[src/rtl/mbr_pkg.sv]
package mbr_pkg;
  parameter int DATA_W = 16;

  localparam int POLL_BIT = 7;
  localparam int TOG_BIT  = 6;
  localparam int ERS_BIT  = 3;
  localparam int ALT_BIT  = 2;

  function automatic logic [DATA_W-1:0] mk_status(input logic poll, input logic tog,
                                                  input logic ers, input logic alt);
    logic [DATA_W-1:0] w;
    w = '0;
    w[POLL_BIT] = poll;
    w[TOG_BIT]  = tog;
    w[ERS_BIT]  = ers;
    w[ALT_BIT]  = alt;
    return w;
  endfunction

  function automatic logic [DATA_W-1:0] pgm_merge(input logic [DATA_W-1:0] old_w,
                                                  input logic [DATA_W-1:0] new_w);
    return old_w & new_w;
  endfunction
endpackage

[src/rtl/mbr_op_ctrl.sv]
module mbr_op_ctrl import mbr_pkg::*; #(
  parameter int NBANK        = 4,
  parameter int WORD_W       = 4,
  parameter int SECT_W       = 2,
  parameter int PROG_CYC     = 6,
  parameter int ERASE_CYC    = 20,
  parameter int REC_BUSY_CYC = 8,
  parameter int REC_IDLE_CYC = 2,
  localparam int BANK_W      = (NBANK > 1) ? $clog2(NBANK) : 1
) (
  input  logic              clk,
  input  logic              rst_n,
  input  logic              start_req,
  input  logic              start_erase,
  input  logic [BANK_W-1:0] start_bank,
  input  logic [WORD_W-1:0] start_addr,
  input  logic [DATA_W-1:0] start_data,
  input  logic              susp_req,
  input  logic [BANK_W-1:0] susp_bank,
  input  logic              res_req,
  input  logic [BANK_W-1:0] res_bank,
  input  logic              abort_req,
  output logic              act_vld,
  output logic              act_erase,
  output logic [BANK_W-1:0] act_bank,
  output logic [WORD_W-1:0] act_addr,
  output logic [DATA_W-1:0] act_data,
  output logic              sus_vld,
  output logic [BANK_W-1:0] sus_bank,
  output logic [SECT_W-1:0] sus_sect,
  output logic              done_pgm,
  output logic              done_ers,
  output logic              ready
);
  localparam int MAX_OP  = (PROG_CYC > ERASE_CYC) ? PROG_CYC : ERASE_CYC;
  localparam int MAX_REC = (REC_BUSY_CYC > REC_IDLE_CYC) ? REC_BUSY_CYC : REC_IDLE_CYC;
  localparam int MAX_C   = (MAX_OP > MAX_REC) ? MAX_OP : MAX_REC;
  localparam int CNT_W   = $clog2(MAX_C + 1);
  localparam int OFF_W   = WORD_W - SECT_W;

  logic [CNT_W-1:0]  act_cnt, sus_cnt, rec_cnt;
  logic [SECT_W-1:0] start_sect;
  logic recovering, hits_susp, start_ok, done_ev, susp_ok, res_ok;

  assign start_sect = start_addr[WORD_W-1 -: SECT_W];
  assign recovering = (rec_cnt != '0);
  assign hits_susp  = sus_vld && (start_bank == sus_bank) && (start_sect == sus_sect);
  assign start_ok   = start_req && !abort_req && !act_vld && !recovering &&
                      !(sus_vld && (start_erase || hits_susp));
  assign done_ev    = act_vld && !abort_req && (act_cnt == CNT_W'(1));
  assign susp_ok    = susp_req && act_vld && act_erase && (act_bank == susp_bank) &&
                      !abort_req && !done_ev;
  assign res_ok     = res_req && sus_vld && !act_vld && !recovering && !abort_req &&
                      (res_bank == sus_bank);
  assign done_pgm   = done_ev && !act_erase;
  assign done_ers   = done_ev && act_erase;
  assign ready      = !act_vld && !recovering;

  always_ff @(posedge clk) begin
    if (!rst_n) begin
      act_vld   <= 1'b0;
      act_erase <= 1'b0;
      act_bank  <= '0;
      act_addr  <= '0;
      act_data  <= '0;
      act_cnt   <= '0;
      sus_vld   <= 1'b0;
      sus_bank  <= '0;
      sus_sect  <= '0;
      sus_cnt   <= '0;
      rec_cnt   <= '0;
    end else if (abort_req) begin
      act_vld <= 1'b0;
      sus_vld <= 1'b0;
      rec_cnt <= (act_vld || sus_vld) ? CNT_W'(REC_BUSY_CYC) : CNT_W'(REC_IDLE_CYC);
    end else begin
      if (recovering) rec_cnt <= rec_cnt - CNT_W'(1);
      if (act_vld) begin
        if (done_ev) begin
          act_vld <= 1'b0;
        end else if (susp_ok) begin
          act_vld  <= 1'b0;
          sus_vld  <= 1'b1;
          sus_bank <= act_bank;
          sus_sect <= act_addr[WORD_W-1 -: SECT_W];
          sus_cnt  <= act_cnt - CNT_W'(1);
        end else begin
          act_cnt <= act_cnt - CNT_W'(1);
        end
      end else if (res_ok) begin
        act_vld   <= 1'b1;
        act_erase <= 1'b1;
        act_bank  <= sus_bank;
        act_addr  <= WORD_W'(sus_sect) << OFF_W;
        act_cnt   <= sus_cnt;
        sus_vld   <= 1'b0;
      end else if (start_ok) begin
        act_vld   <= 1'b1;
        act_erase <= start_erase;
        act_bank  <= start_bank;
        act_addr  <= start_addr;
        act_data  <= start_data;
        act_cnt   <= start_erase ? CNT_W'(ERASE_CYC) : CNT_W'(PROG_CYC);
      end
    end
  end

  p_one_bank_r1: assert property (@(posedge clk) disable iff (!rst_n)
    (act_vld && !done_ev && !susp_ok && !abort_req) |=> (act_vld && $stable(act_bank)));

  p_start_busy_r2: assert property (@(posedge clk) disable iff (!rst_n)
    start_ok |=> !ready);

  p_cnt_nonzero_r2: assert property (@(posedge clk) disable iff (!rst_n)
    act_vld |-> (act_cnt != '0));

  p_susp_frees_r6: assert property (@(posedge clk) disable iff (!rst_n)
    susp_ok |=> (ready && sus_vld));

  p_reject_susp_sect_r8: assert property (@(posedge clk) disable iff (!rst_n)
    (start_req && !start_erase && hits_susp && !act_vld && !recovering &&
     !abort_req && !res_ok) |=> !act_vld);

  p_abort_recover_r10: assert property (@(posedge clk) disable iff (!rst_n)
    abort_req |=> (!ready && !sus_vld && !act_vld));
endmodule

[src/rtl/mbr_array.sv]
module mbr_array import mbr_pkg::*; #(
  parameter int NBANK   = 4,
  parameter int WORD_W  = 4,
  parameter int SECT_W  = 2,
  localparam int BANK_W = (NBANK > 1) ? $clog2(NBANK) : 1
) (
  input  logic              clk,
  input  logic              rst_n,
  input  logic              wr_pgm,
  input  logic              wr_ers,
  input  logic [BANK_W-1:0] wr_bank,
  input  logic [WORD_W-1:0] wr_addr,
  input  logic [DATA_W-1:0] wr_data,
  input  logic [BANK_W-1:0] rd_bank,
  input  logic [WORD_W-1:0] rd_addr,
  output logic [DATA_W-1:0] rd_word
);
  localparam int WPB   = 1 << WORD_W;
  localparam int NWORD = NBANK * WPB;
  localparam int OFF_W = WORD_W - SECT_W;

  logic [DATA_W-1:0] words [NWORD];
  logic [SECT_W-1:0] wr_sect;

  assign wr_sect = wr_addr[WORD_W-1 -: SECT_W];

  for (genvar g = 0; g < NWORD; g++) begin : g_word
    localparam int B = g / WPB;
    localparam int W = g % WPB;
    logic [DATA_W-1:0] word_q;
    logic hit_pgm, hit_ers;

    assign hit_pgm = wr_pgm && (wr_bank == BANK_W'(B)) && (wr_addr == WORD_W'(W));
    assign hit_ers = wr_ers && (wr_bank == BANK_W'(B)) && (wr_sect == SECT_W'(W >> OFF_W));

    always_ff @(posedge clk) begin
      if (!rst_n)       word_q <= '1;
      else if (hit_pgm) word_q <= pgm_merge(word_q, wr_data);
      else if (hit_ers) word_q <= '1;
    end
    assign words[g] = word_q;
  end

  assign rd_word = words[{rd_bank, rd_addr}];
endmodule

[src/rtl/mbr_read_mux.sv]
module mbr_read_mux import mbr_pkg::*; #(
  parameter int NBANK   = 4,
  parameter int WORD_W  = 4,
  parameter int SECT_W  = 2,
  localparam int BANK_W = (NBANK > 1) ? $clog2(NBANK) : 1
) (
  input  logic              clk,
  input  logic              rst_n,
  input  logic              rd_req,
  input  logic [BANK_W-1:0] rd_bank,
  input  logic [WORD_W-1:0] rd_addr,
  input  logic [DATA_W-1:0] arr_word,
  input  logic              act_vld,
  input  logic              act_erase,
  input  logic [BANK_W-1:0] act_bank,
  input  logic              act_pd7,
  input  logic              sus_vld,
  input  logic [BANK_W-1:0] sus_bank,
  input  logic [SECT_W-1:0] sus_sect,
  output logic              rd_ack,
  output logic [DATA_W-1:0] rd_data
);
  logic stat_act, stat_sus, tog6_q, tog2_q, poll;
  logic st_act_q, st_sus_q;

  assign stat_act = rd_req && act_vld && (rd_bank == act_bank);
  assign stat_sus = rd_req && !stat_act && sus_vld && (rd_bank == sus_bank) &&
                    (rd_addr[WORD_W-1 -: SECT_W] == sus_sect);
  assign poll     = act_erase ? 1'b0 : !act_pd7;

  always_ff @(posedge clk) begin
    if (!rst_n) begin
      rd_ack   <= 1'b0;
      rd_data  <= '0;
      tog6_q   <= 1'b0;
      tog2_q   <= 1'b0;
      st_act_q <= 1'b0;
      st_sus_q <= 1'b0;
    end else begin
      rd_ack   <= rd_req;
      st_act_q <= stat_act;
      st_sus_q <= stat_sus;
      if (stat_act) begin
        rd_data <= mk_status(poll, tog6_q, act_erase, 1'b0);
        tog6_q  <= !tog6_q;
      end else if (stat_sus) begin
        rd_data <= mk_status(1'b1, tog6_q, 1'b0, tog2_q);
        tog2_q  <= !tog2_q;
      end else if (rd_req) begin
        rd_data <= arr_word;
      end
    end
  end

  p_ack_next_r5: assert property (@(posedge clk) disable iff (!rst_n)
    rd_req |=> rd_ack);

  p_toggle_flip_r4: assert property (@(posedge clk) disable iff (!rst_n)
    (st_act_q && $past(st_act_q)) |-> (rd_data[TOG_BIT] != $past(rd_data[TOG_BIT])));

  p_susp_hold_r7: assert property (@(posedge clk) disable iff (!rst_n)
    (st_sus_q && $past(st_sus_q)) |->
      ($stable(rd_data[TOG_BIT]) && (rd_data[ALT_BIT] != $past(rd_data[ALT_BIT]))));
endmodule

[src/rtl/mbank_busy_resp.sv]
module mbank_busy_resp import mbr_pkg::*; #(
  parameter int NBANK        = 4,
  parameter int WORD_W       = 4,
  parameter int SECT_W       = 2,
  parameter int PROG_CYC     = 6,
  parameter int ERASE_CYC    = 20,
  parameter int REC_BUSY_CYC = 8,
  parameter int REC_IDLE_CYC = 2,
  localparam int BANK_W      = (NBANK > 1) ? $clog2(NBANK) : 1
) (
  input  logic              clk,
  input  logic              rst_n,
  input  logic              op_start,
  input  logic              op_erase,
  input  logic [BANK_W-1:0] op_bank,
  input  logic [WORD_W-1:0] op_addr,
  input  logic [DATA_W-1:0] op_data,
  input  logic              rd_req,
  input  logic [BANK_W-1:0] rd_bank,
  input  logic [WORD_W-1:0] rd_addr,
  output logic              rd_ack,
  output logic [DATA_W-1:0] rd_data,
  input  logic              susp_req,
  input  logic [BANK_W-1:0] susp_bank,
  input  logic              res_req,
  input  logic [BANK_W-1:0] res_bank,
  input  logic              abort_req,
  output logic              ready,
  output logic              busy_vld,
  output logic [BANK_W-1:0] busy_bank
);
  logic              act_vld, act_erase, sus_vld, done_pgm, done_ers;
  logic [BANK_W-1:0] act_bank, sus_bank;
  logic [WORD_W-1:0] act_addr;
  logic [DATA_W-1:0] act_data, arr_word;
  logic [SECT_W-1:0] sus_sect;

  mbr_op_ctrl #(
    .NBANK(NBANK), .WORD_W(WORD_W), .SECT_W(SECT_W), .PROG_CYC(PROG_CYC),
    .ERASE_CYC(ERASE_CYC), .REC_BUSY_CYC(REC_BUSY_CYC), .REC_IDLE_CYC(REC_IDLE_CYC)
  ) u_ctrl (
    .clk(clk), .rst_n(rst_n),
    .start_req(op_start), .start_erase(op_erase), .start_bank(op_bank),
    .start_addr(op_addr), .start_data(op_data),
    .susp_req(susp_req), .susp_bank(susp_bank),
    .res_req(res_req), .res_bank(res_bank), .abort_req(abort_req),
    .act_vld(act_vld), .act_erase(act_erase), .act_bank(act_bank),
    .act_addr(act_addr), .act_data(act_data),
    .sus_vld(sus_vld), .sus_bank(sus_bank), .sus_sect(sus_sect),
    .done_pgm(done_pgm), .done_ers(done_ers), .ready(ready)
  );

  mbr_array #(.NBANK(NBANK), .WORD_W(WORD_W), .SECT_W(SECT_W)) u_array (
    .clk(clk), .rst_n(rst_n),
    .wr_pgm(done_pgm), .wr_ers(done_ers), .wr_bank(act_bank),
    .wr_addr(act_addr), .wr_data(act_data),
    .rd_bank(rd_bank), .rd_addr(rd_addr), .rd_word(arr_word)
  );

  mbr_read_mux #(.NBANK(NBANK), .WORD_W(WORD_W), .SECT_W(SECT_W)) u_rmux (
    .clk(clk), .rst_n(rst_n),
    .rd_req(rd_req), .rd_bank(rd_bank), .rd_addr(rd_addr), .arr_word(arr_word),
    .act_vld(act_vld), .act_erase(act_erase), .act_bank(act_bank),
    .act_pd7(act_data[POLL_BIT]),
    .sus_vld(sus_vld), .sus_bank(sus_bank), .sus_sect(sus_sect),
    .rd_ack(rd_ack), .rd_data(rd_data)
  );

  assign busy_vld  = act_vld;
  assign busy_bank = act_bank;
endmodule

[config.mk]
export PLATFORM = sky130hd
export DESIGN_NAME = mbank_busy_resp
export DESIGN_NICKNAME = d
export VERILOG_FILES = /design/src/rtl/mbr_pkg.sv /design/src/rtl/mbr_op_ctrl.sv /design/src/rtl/mbr_array.sv /design/src/rtl/mbr_read_mux.sv /design/src/rtl/mbank_busy_resp.sv
export SDC_FILE = /design/constraint.sdc
export NUM_CORES = 2
export LEC_CHECK = 0
export BUFFER_PORTS_ARGS = -buffer_cell sky130_fd_sc_hd__buf_2
export CELL_PAD_IN_SITES_DETAIL_PLACEMENT = 0
export CELL_PAD_IN_SITES_GLOBAL_PLACEMENT = 1
export CORE_UTILIZATION = 45
export DETAILED_ROUTE_END_ITERATION = 10
export GPL_ROUTABILITY_DRIVEN = 0
export PLACE_DENSITY = 0.81
export SLEW_MARGIN = 20
export SYNTH_ARGS = -nofsm -noshare
export SYNTH_HDL_FRONTEND = slang
export SYNTH_HIERARCHICAL = 1
export SYNTH_SLANG_ARGS = --single-unit
[constraint.sdc]
create_clock -name clk -period 2.8 [get_ports clk]
set_input_delay 0.7 -clock clk [delete_from_list [all_inputs] [get_ports clk]]
set_output_delay 0.7 -clock clk [all_outputs]
set_load 0.01 [all_outputs]
---- Yosys cells after proc, flatten, opt, wreduce, memory -nomap -nowiden ----
Index checks and enable logic that the tools add are counted.
cells by class
  reduce and logical (&&, ||, !) cells .... 211
  add/subtract/negate cells ............... 2
  equal/unequal tests ..................... 32
  mux-type cells .......................... 111
  bitwise gates (word level) .............. 71
  magnitude comparators ................... 1
operators by type and width
  kind                                                                   count
  16-bit 2-to-1 mux                                                      82
  16-bit bitwise AND                                                     64
  2-bit nonzero test                                                     68
  1-bit logical AND                                                      116
  16-bit binary-select mux with 6-bit select                             1
  5-bit 2-to-1 mux                                                       8
  4-bit equality test, second input constant                             8
  8-bit 2-to-1 mux                                                       3
  4-bit by 3-bit equality test with 1-bit output, second input constant  4
  2-bit equality test                                                    7
  1-bit 2-to-1 mux                                                       12
  4-bit 2-to-1 mux                                                       3
  4-bit AND reduction                                                    3
  1-bit logical NOT                                                      10
  5-bit by 1-bit subtractor with 5-bit output, second input constant     2
  2-bit equality test, second input constant                             4
  4-bit by 2-bit equality test with 1-bit output, second input constant  2
  7-bit >= comparator, second input constant                             1
  6-bit NOT with 7-bit output                                            1
  2-bit != test, second input constant                                   3
  1-bit NOT                                                              6
  3-bit AND reduction                                                    2
  3-bit nonzero test                                                     2
  5-bit by 1-bit equality test with 1-bit output, second input constant  1
  10 further kinds                                                       15
word-level totals
  input bits .............................. 40
  logic and storage cells ................. 509
  bits in registers ....................... 1087

---- Depth between registers and ports, before layout ----
  word-level depth ........................ 10
  depth in mapped cells ................... 12

---- Modules after synthesis ----
The synthesis kept the hierarchy.
modules (own cells, without submodules)
  module        cells an instance  instances  area an instance (µm²)
  mbr_array     4162               1          40485.1
  mbr_op_ctrl   228                1          2135.8
  mbr_read_mux  81                 1          830.8

---- Worst setup path before layout ----
OpenSTA, ideal clock, no wires.
  kind .................................... input-to-reg
  start point ............................. input port rd_addr[2]
  end point ............................... register u_rmux.rd_data[7]
  path slack .............................. 71 ps
  path buffers ............................ 3
  setup time .............................. 136 ps
  stages on the path ...................... 10
  arrival ................................. 2592 ps
  data required time ...................... 2664 ps
  cells stage by stage .................... buf_2 -> buf_6 -> buf_2 -> mux4_2 -> a22oi_1 -> nand3_1 -> nand2_1 -> nor3_1 -> o311ai_0 -> a21boi_0
between the ends
  cells in the longest elaborated chain, start to end .. 7
  elaborated cells on any way between the ends .. 10
RTL lines
  item                                                   RTL line               source
  start: declaration                                     mbank_busy_resp.sv:20  input logic [WORD_W-1:0] rd_addr,
  6-bit NOT with 7-bit output (not written as such)      mbr_array.sv:44        assign rd_word = words[{rd_bank, rd_addr}];
  16-bit binary-select mux with 6-bit select             mbr_array.sv:44
  16-bit 2-to-1 mux (not written as such) (2 in series)  mbr_array.sv:44
  via arr_word[7]                                        mbank_busy_resp.sv:35  logic [DATA_W-1:0] act_data, arr_word;
  8-bit 2-to-1 mux                                       mbr_read_mux.sv:49     end else if (rd_req) begin
  8-bit 2-to-1 mux                                       mbr_read_mux.sv:46     end else if (stat_sus) begin
  8-bit 2-to-1 mux                                       mbr_read_mux.sv:43     if (stat_act) begin
  end signal: assignment                                 mbr_read_mux.sv:44     rd_data <= mk_status(poll, tog6_q, act_erase, 1'b0);
  end signal: assignment                                 mbr_read_mux.sv:47     rd_data <= mk_status(1'b1, tog6_q, 1'b0, tog2_q);
  end signal: assignment                                 mbr_read_mux.sv:50     rd_data <= arr_word;
  end: declaration                                       mbr_read_mux.sv:21     output logic [DATA_W-1:0] rd_data
The timed path passes the listed nets, and every way through them passes these cells. The select of a mux whose other input is x is not followed.
A chain may end at the register's enable or synchronous reset.

---- Worst setup path in the final report ----
  start point ............................. register u_ctrl.rec_cnt[0]
  end point ............................... output port ready
between the ends
  cells in the longest elaborated chain, start to end .. 3
RTL lines
  item                      RTL line               source
  start: declaration        mbr_op_ctrl.sv:41      logic [CNT_W-1:0] act_cnt, sus_cnt, rec_cnt;
  start signal: assignment  mbr_op_ctrl.sv:75      rec_cnt <= (act_vld || sus_vld) ? CNT_W'(REC_BUSY_CYC) : CNT_W'(REC_IDLE_CYC);
  start signal: assignment  mbr_op_ctrl.sv:77      if (recovering) rec_cnt <= rec_cnt - CNT_W'(1);
  5-bit nonzero test        mbr_op_ctrl.sv:46      assign recovering = (rec_cnt != '0);
  1-bit logical NOT         mbr_op_ctrl.sv:57      assign ready = !act_vld && !recovering;
  1-bit logical AND         mbr_op_ctrl.sv:57
  end: declaration          mbank_busy_resp.sv:28  output logic ready,
No other way between the ends.

==> impl_metrics.json <==
{
  "layout_common_cells": "1,142 x nand2_1, 1,069 x dfxtp_1, 1,043 x o21ai_0",
  "path_class": "flip-flop to output port",
  "drt_iter0_drc": 3780,
  "clk_pin_slew_ns": 0.07,
  "synth.avg_cell_area_um2": 9.719,
  "max_stage_delay_ns": 0.48,
  "hold_slack_ns": 0.2334,
  "power.density_nw_per_um2": 652.3,
  "hold_class": "input port to flip-flop",
  "crit_family": "simple AND/OR/NAND/NOR gates",
  "worst-path-stages": 5,
  "r2r-start": "u_ctrl/act_cnt[1]",
  "nets": 4723,
  "grt_pass1_wl_um": 211900,
  "antenna_found_initial": 2,
  "fp.dieH_um": 312.7,
  "grt_max_degree": 66,
  "synthTopCellsByArea": "dfxtp_1 50%, mux4_2 12%, o21ai_0 12%",
  "worstSetupStartpointType": "flip-flop",
  "synth_top_area_cell": "dfxtp_1",
  "seqPwrFrac_pct": 46.8,
  "overflow": 0,
  "final-hold-violation-count": 0,
  "arrival_ns": 1.99,
  "holdBufCountCts": 0,
  "dieArea_um2": 97810,
  "ff2ff_setup_slack_ns": 0.22,
  "leakage_nw": 19.01,
  "antenna_cells": 0,
  "io_pins": 61,
  "setup_viol_count_final": 0,
  "synth_cell_type_count": 74,
  "portBuffers": 60,
  "ys.flop_type": "dfxtp_1",
  "switching_share_pct": 23.53,
  "synth_top_cell_area_share_pct": 50.08,
  "cp_cell_sequence": "inv_2 -> ha_2 -> or4b_4 -> nor2_1 -> buf_2",
  "drv_slew": 0,
  "worstPathMaxFanout": 3,
  "synthArstFlopShare_pct": 0,
  "rows": 113,
  "wl_met3_um": 10090,
  "track_usage_pct": 28.01,
  "r2r-end": "u_array/g_word[15].word_q[0]",
  "route.detailed.drc": 0,
  "p_int_mw": 25.66,
  "crit_required_ns": 2.10,
  "fin_crit_ns": 2.694,
  "ant_nets": 0,
  "pwr-share-clk_pct": 46.7,
  "max_freq_mhz": 371.1,
  "crit_start": "u_ctrl/rec_cnt[0]",
  "stdcell_count": 6036,
  "cts.sinks": 1087,
  "clkLatencyLatePin_ns": 0.72,
  "htree_levels": 3,
  "grt_pass1_vias": 34460,
  "critical_path_buf_inv_count": 2,
  "drv_cap": 0,
  "slew_headroom_pct": 40.66,
  "synth-seq-area-share_pct": 50.08,
  "core_um2": 95290,
  "dr.pass1.iters": 6,
  "p_total_mw": 33.56,
  "post-dp-hpwl_um": 93610,
  "synth_edf_count": 0,
  "routed_wl_um": 138800,
  "syn_inst": 4471,
  "worst_slew_pin_slew_ns": 0.8901,
  "final_common_cell": "nand2_1",
  "ys_warn_count": 6,
  "cts_buffers": 110,
  "fill_cells": 8406,
  "drt-vias-per-instance": 5.854,
  "via_count": 35330,
  "min_period_over_period_pct": 96.23,
  "status": "complete, no violations",
  "rsz0062_at_grt": "false",
  "syn-num-nets": 4515,
  "area_delta_synth_final_pct": 18.42,
  "clock_path_buffers": 3,
  "clockRootBuffer": "clkbuf_16",
  "finalClockSkew_ns": 0.04098,
  "drive_gt1_share_pct": 22.30,
  "ys_ff_latch": 1087,
  "dr.max_layer_used": "met4",
  "initial_core_util_pct": 45.60,
  "die_x_um": 312.7,
  "critPathCaptureType": "output port",
  "crit_path_end": "ready",
  "dpl.cell_count": 5830,
  "slowest_stage": "or4b_4",
  "p_switching_mw": 7.899,
  "wl_met1_um": 57640,
  "rr_worst_depth": 11,
  "cts_tree": "built",
  "vdd_drop_max_mv": 0.5279,
  "wl_per_cell_um": 23.00,
  "combPwrFrac_pct": 6.5,
  "syn-cell-area_um2": 43450,
  "routed-wl-met2_um": 65170
}
sequential cells by signal, summed over array words and instances (netlist names):
register and cells:
u_ctrl/sus_sect 2, u_ctrl/act_bank 2, u_rmux/tog6_q 1, u_ctrl/act_vld 1, u_ctrl/act_addr 4, u_rmux/tog2_q 1, u_rmux/rd_data 16, u_ctrl/act_data 16
u_rmux/rd_ack 1, u_ctrl/sus_vld 1, u_ctrl/sus_cnt 5, u_ctrl/act_erase 1, u_ctrl/sus_bank 2, u_array/g_word.word_q 1024, u_ctrl/rec_cnt 5, u_ctrl/act_cnt 5
routing by layer:
metal | global-route usage, % | up-vias
met5 | 0 | -
met4 | 11.96 | 0
met3 | 4.102 | 285
met2 | 45.52 | 1467
met1 | 37.26 | 17540
li1 | - | 16040
power by group through the flow:
stage / clock network [mW] / registers, mW / logic [mW]
after detailed placement: 0 / 16.1 / 2.14
after floorplan: 0 / 15.9 / 1.22
after global routing: 16.4 / 15.7 / 2.29
final: 15.7 / 15.7 / 2.19
after CTS: 15.8 / 15.7 / 2.15
after global placement: 0 / 16.1 / 2.13
synthesized netlist by cell type, types with 6 or more instances:
| cell type | number |
|---|---|
| a21oi_1 | 16 |
| nand2_1 | 1142 |
| buf_6 | 19 |
| buf_2 | 56 |
| o211ai_1 | 6 |
| a221oi_1 | 22 |
| buf_4 | 71 |
| buf_1 | 33 |
| clkbuf_1 | 182 |
| mux2i_1 | 105 |
| o221ai_1 | 9 |
| a211oi_1 | 15 |
| nand3_1 | 22 |
| nor2_2 | 10 |
| nor2_1 | 79 |
| dfxtp_1 | 1087 |
| a21boi_4 | 14 |
| nand4_1 | 14 |
| xnor2_1 | 15 |
| nand2b_1 | 6 |
| inv_1 | 11 |
| nor2b_1 | 12 |
| nand2_2 | 15 |
| and2_1 | 7 |
| a21boi_2 | 50 |
| mux4_2 | 239 |
| a22oi_1 | 32 |
| mux2_2 | 36 |
| o21ai_0 | 1043 |
| nor3_1 | 16 |
worst reg2reg max path, stage by stage, from the launching register on:
cell	delay [ns]
dfxtp_1	0.32
inv_1	0.08
ha_1	0.13
nor4b_2	0.28
nand2_1	0.12
nor3_1	0.15
buf_4	0.17
nor3b_4	0.22
buf_12	0.19
nand2_2	0.10
a21boi_4	0.54
nand2_1	0.11
cell type report:
| type | count | area [um2] | area share (%) |
|---|---|---|---|
| multi-input cells | 3007 | 19800 | 38.48 |
| repair buffers | 462 | 4377 | 8.506 |
| inverters | 11 | 41.29 | 0.08024 |
| clock buffers | 161 | 3301 | 6.414 |
| clock inverters | 43 | 569.3 | 1.106 |
| well taps | 1265 | 1583 | 3.076 |
| flip-flops and latches | 1087 | 21780 | 42.33 |
how the worst min path moves through the flow:
stage,from,cells past startpoint,endpoint
3_5_place_dp,u_ctrl/sus_cnt[2],2,u_ctrl/sus_cnt[2]
5_1_grt,op_data[0],3,u_ctrl/act_data[0]
3_3_place_gp,u_ctrl/sus_cnt[2],2,u_ctrl/sus_cnt[2]
2_1_floorplan,u_ctrl/sus_cnt[2],2,u_ctrl/sus_cnt[2]
6_report,op_data[2],3,u_ctrl/act_data[2]
4_1_cts,op_data[4],3,u_ctrl/act_data[4]
per-stage QoR:
step	util, %	area, um2	TNS [ns]	setup slack [ns]
after global placement	49.89	47550	-3.261	-0.3228
after global routing	54.00	51460	0	0.03168
after detailed placement	49.89	47550	-3.407	-0.3011
after CTS	53.98	51440	-0.03875	-0.03875
after floorplan	-	43450	0	0.07127
final	54.00	51460	0	0.1056
kinds of logic after synthesis:
family | synth area share, %
and+or+nand+nor | 13.10
adders and majority gates | 0.1152
buffers and inverters | 4.397
xor gates and xnor gates | 0.4406
AOI/OAI and AO/OA | 16.06
muxes | 15.81
DFF | 50.08
timing repair:
| action | in CTS | in global routing |
|---|---|---|
| resized for setup | 4 | 5 |
| setup endpoints to repair | 17 | 626 |
| buffers inserted | 1 | 1 |
| pin swaps | 0 | 0 |
No activity file was read; power rests on OpenSTA's default activity.
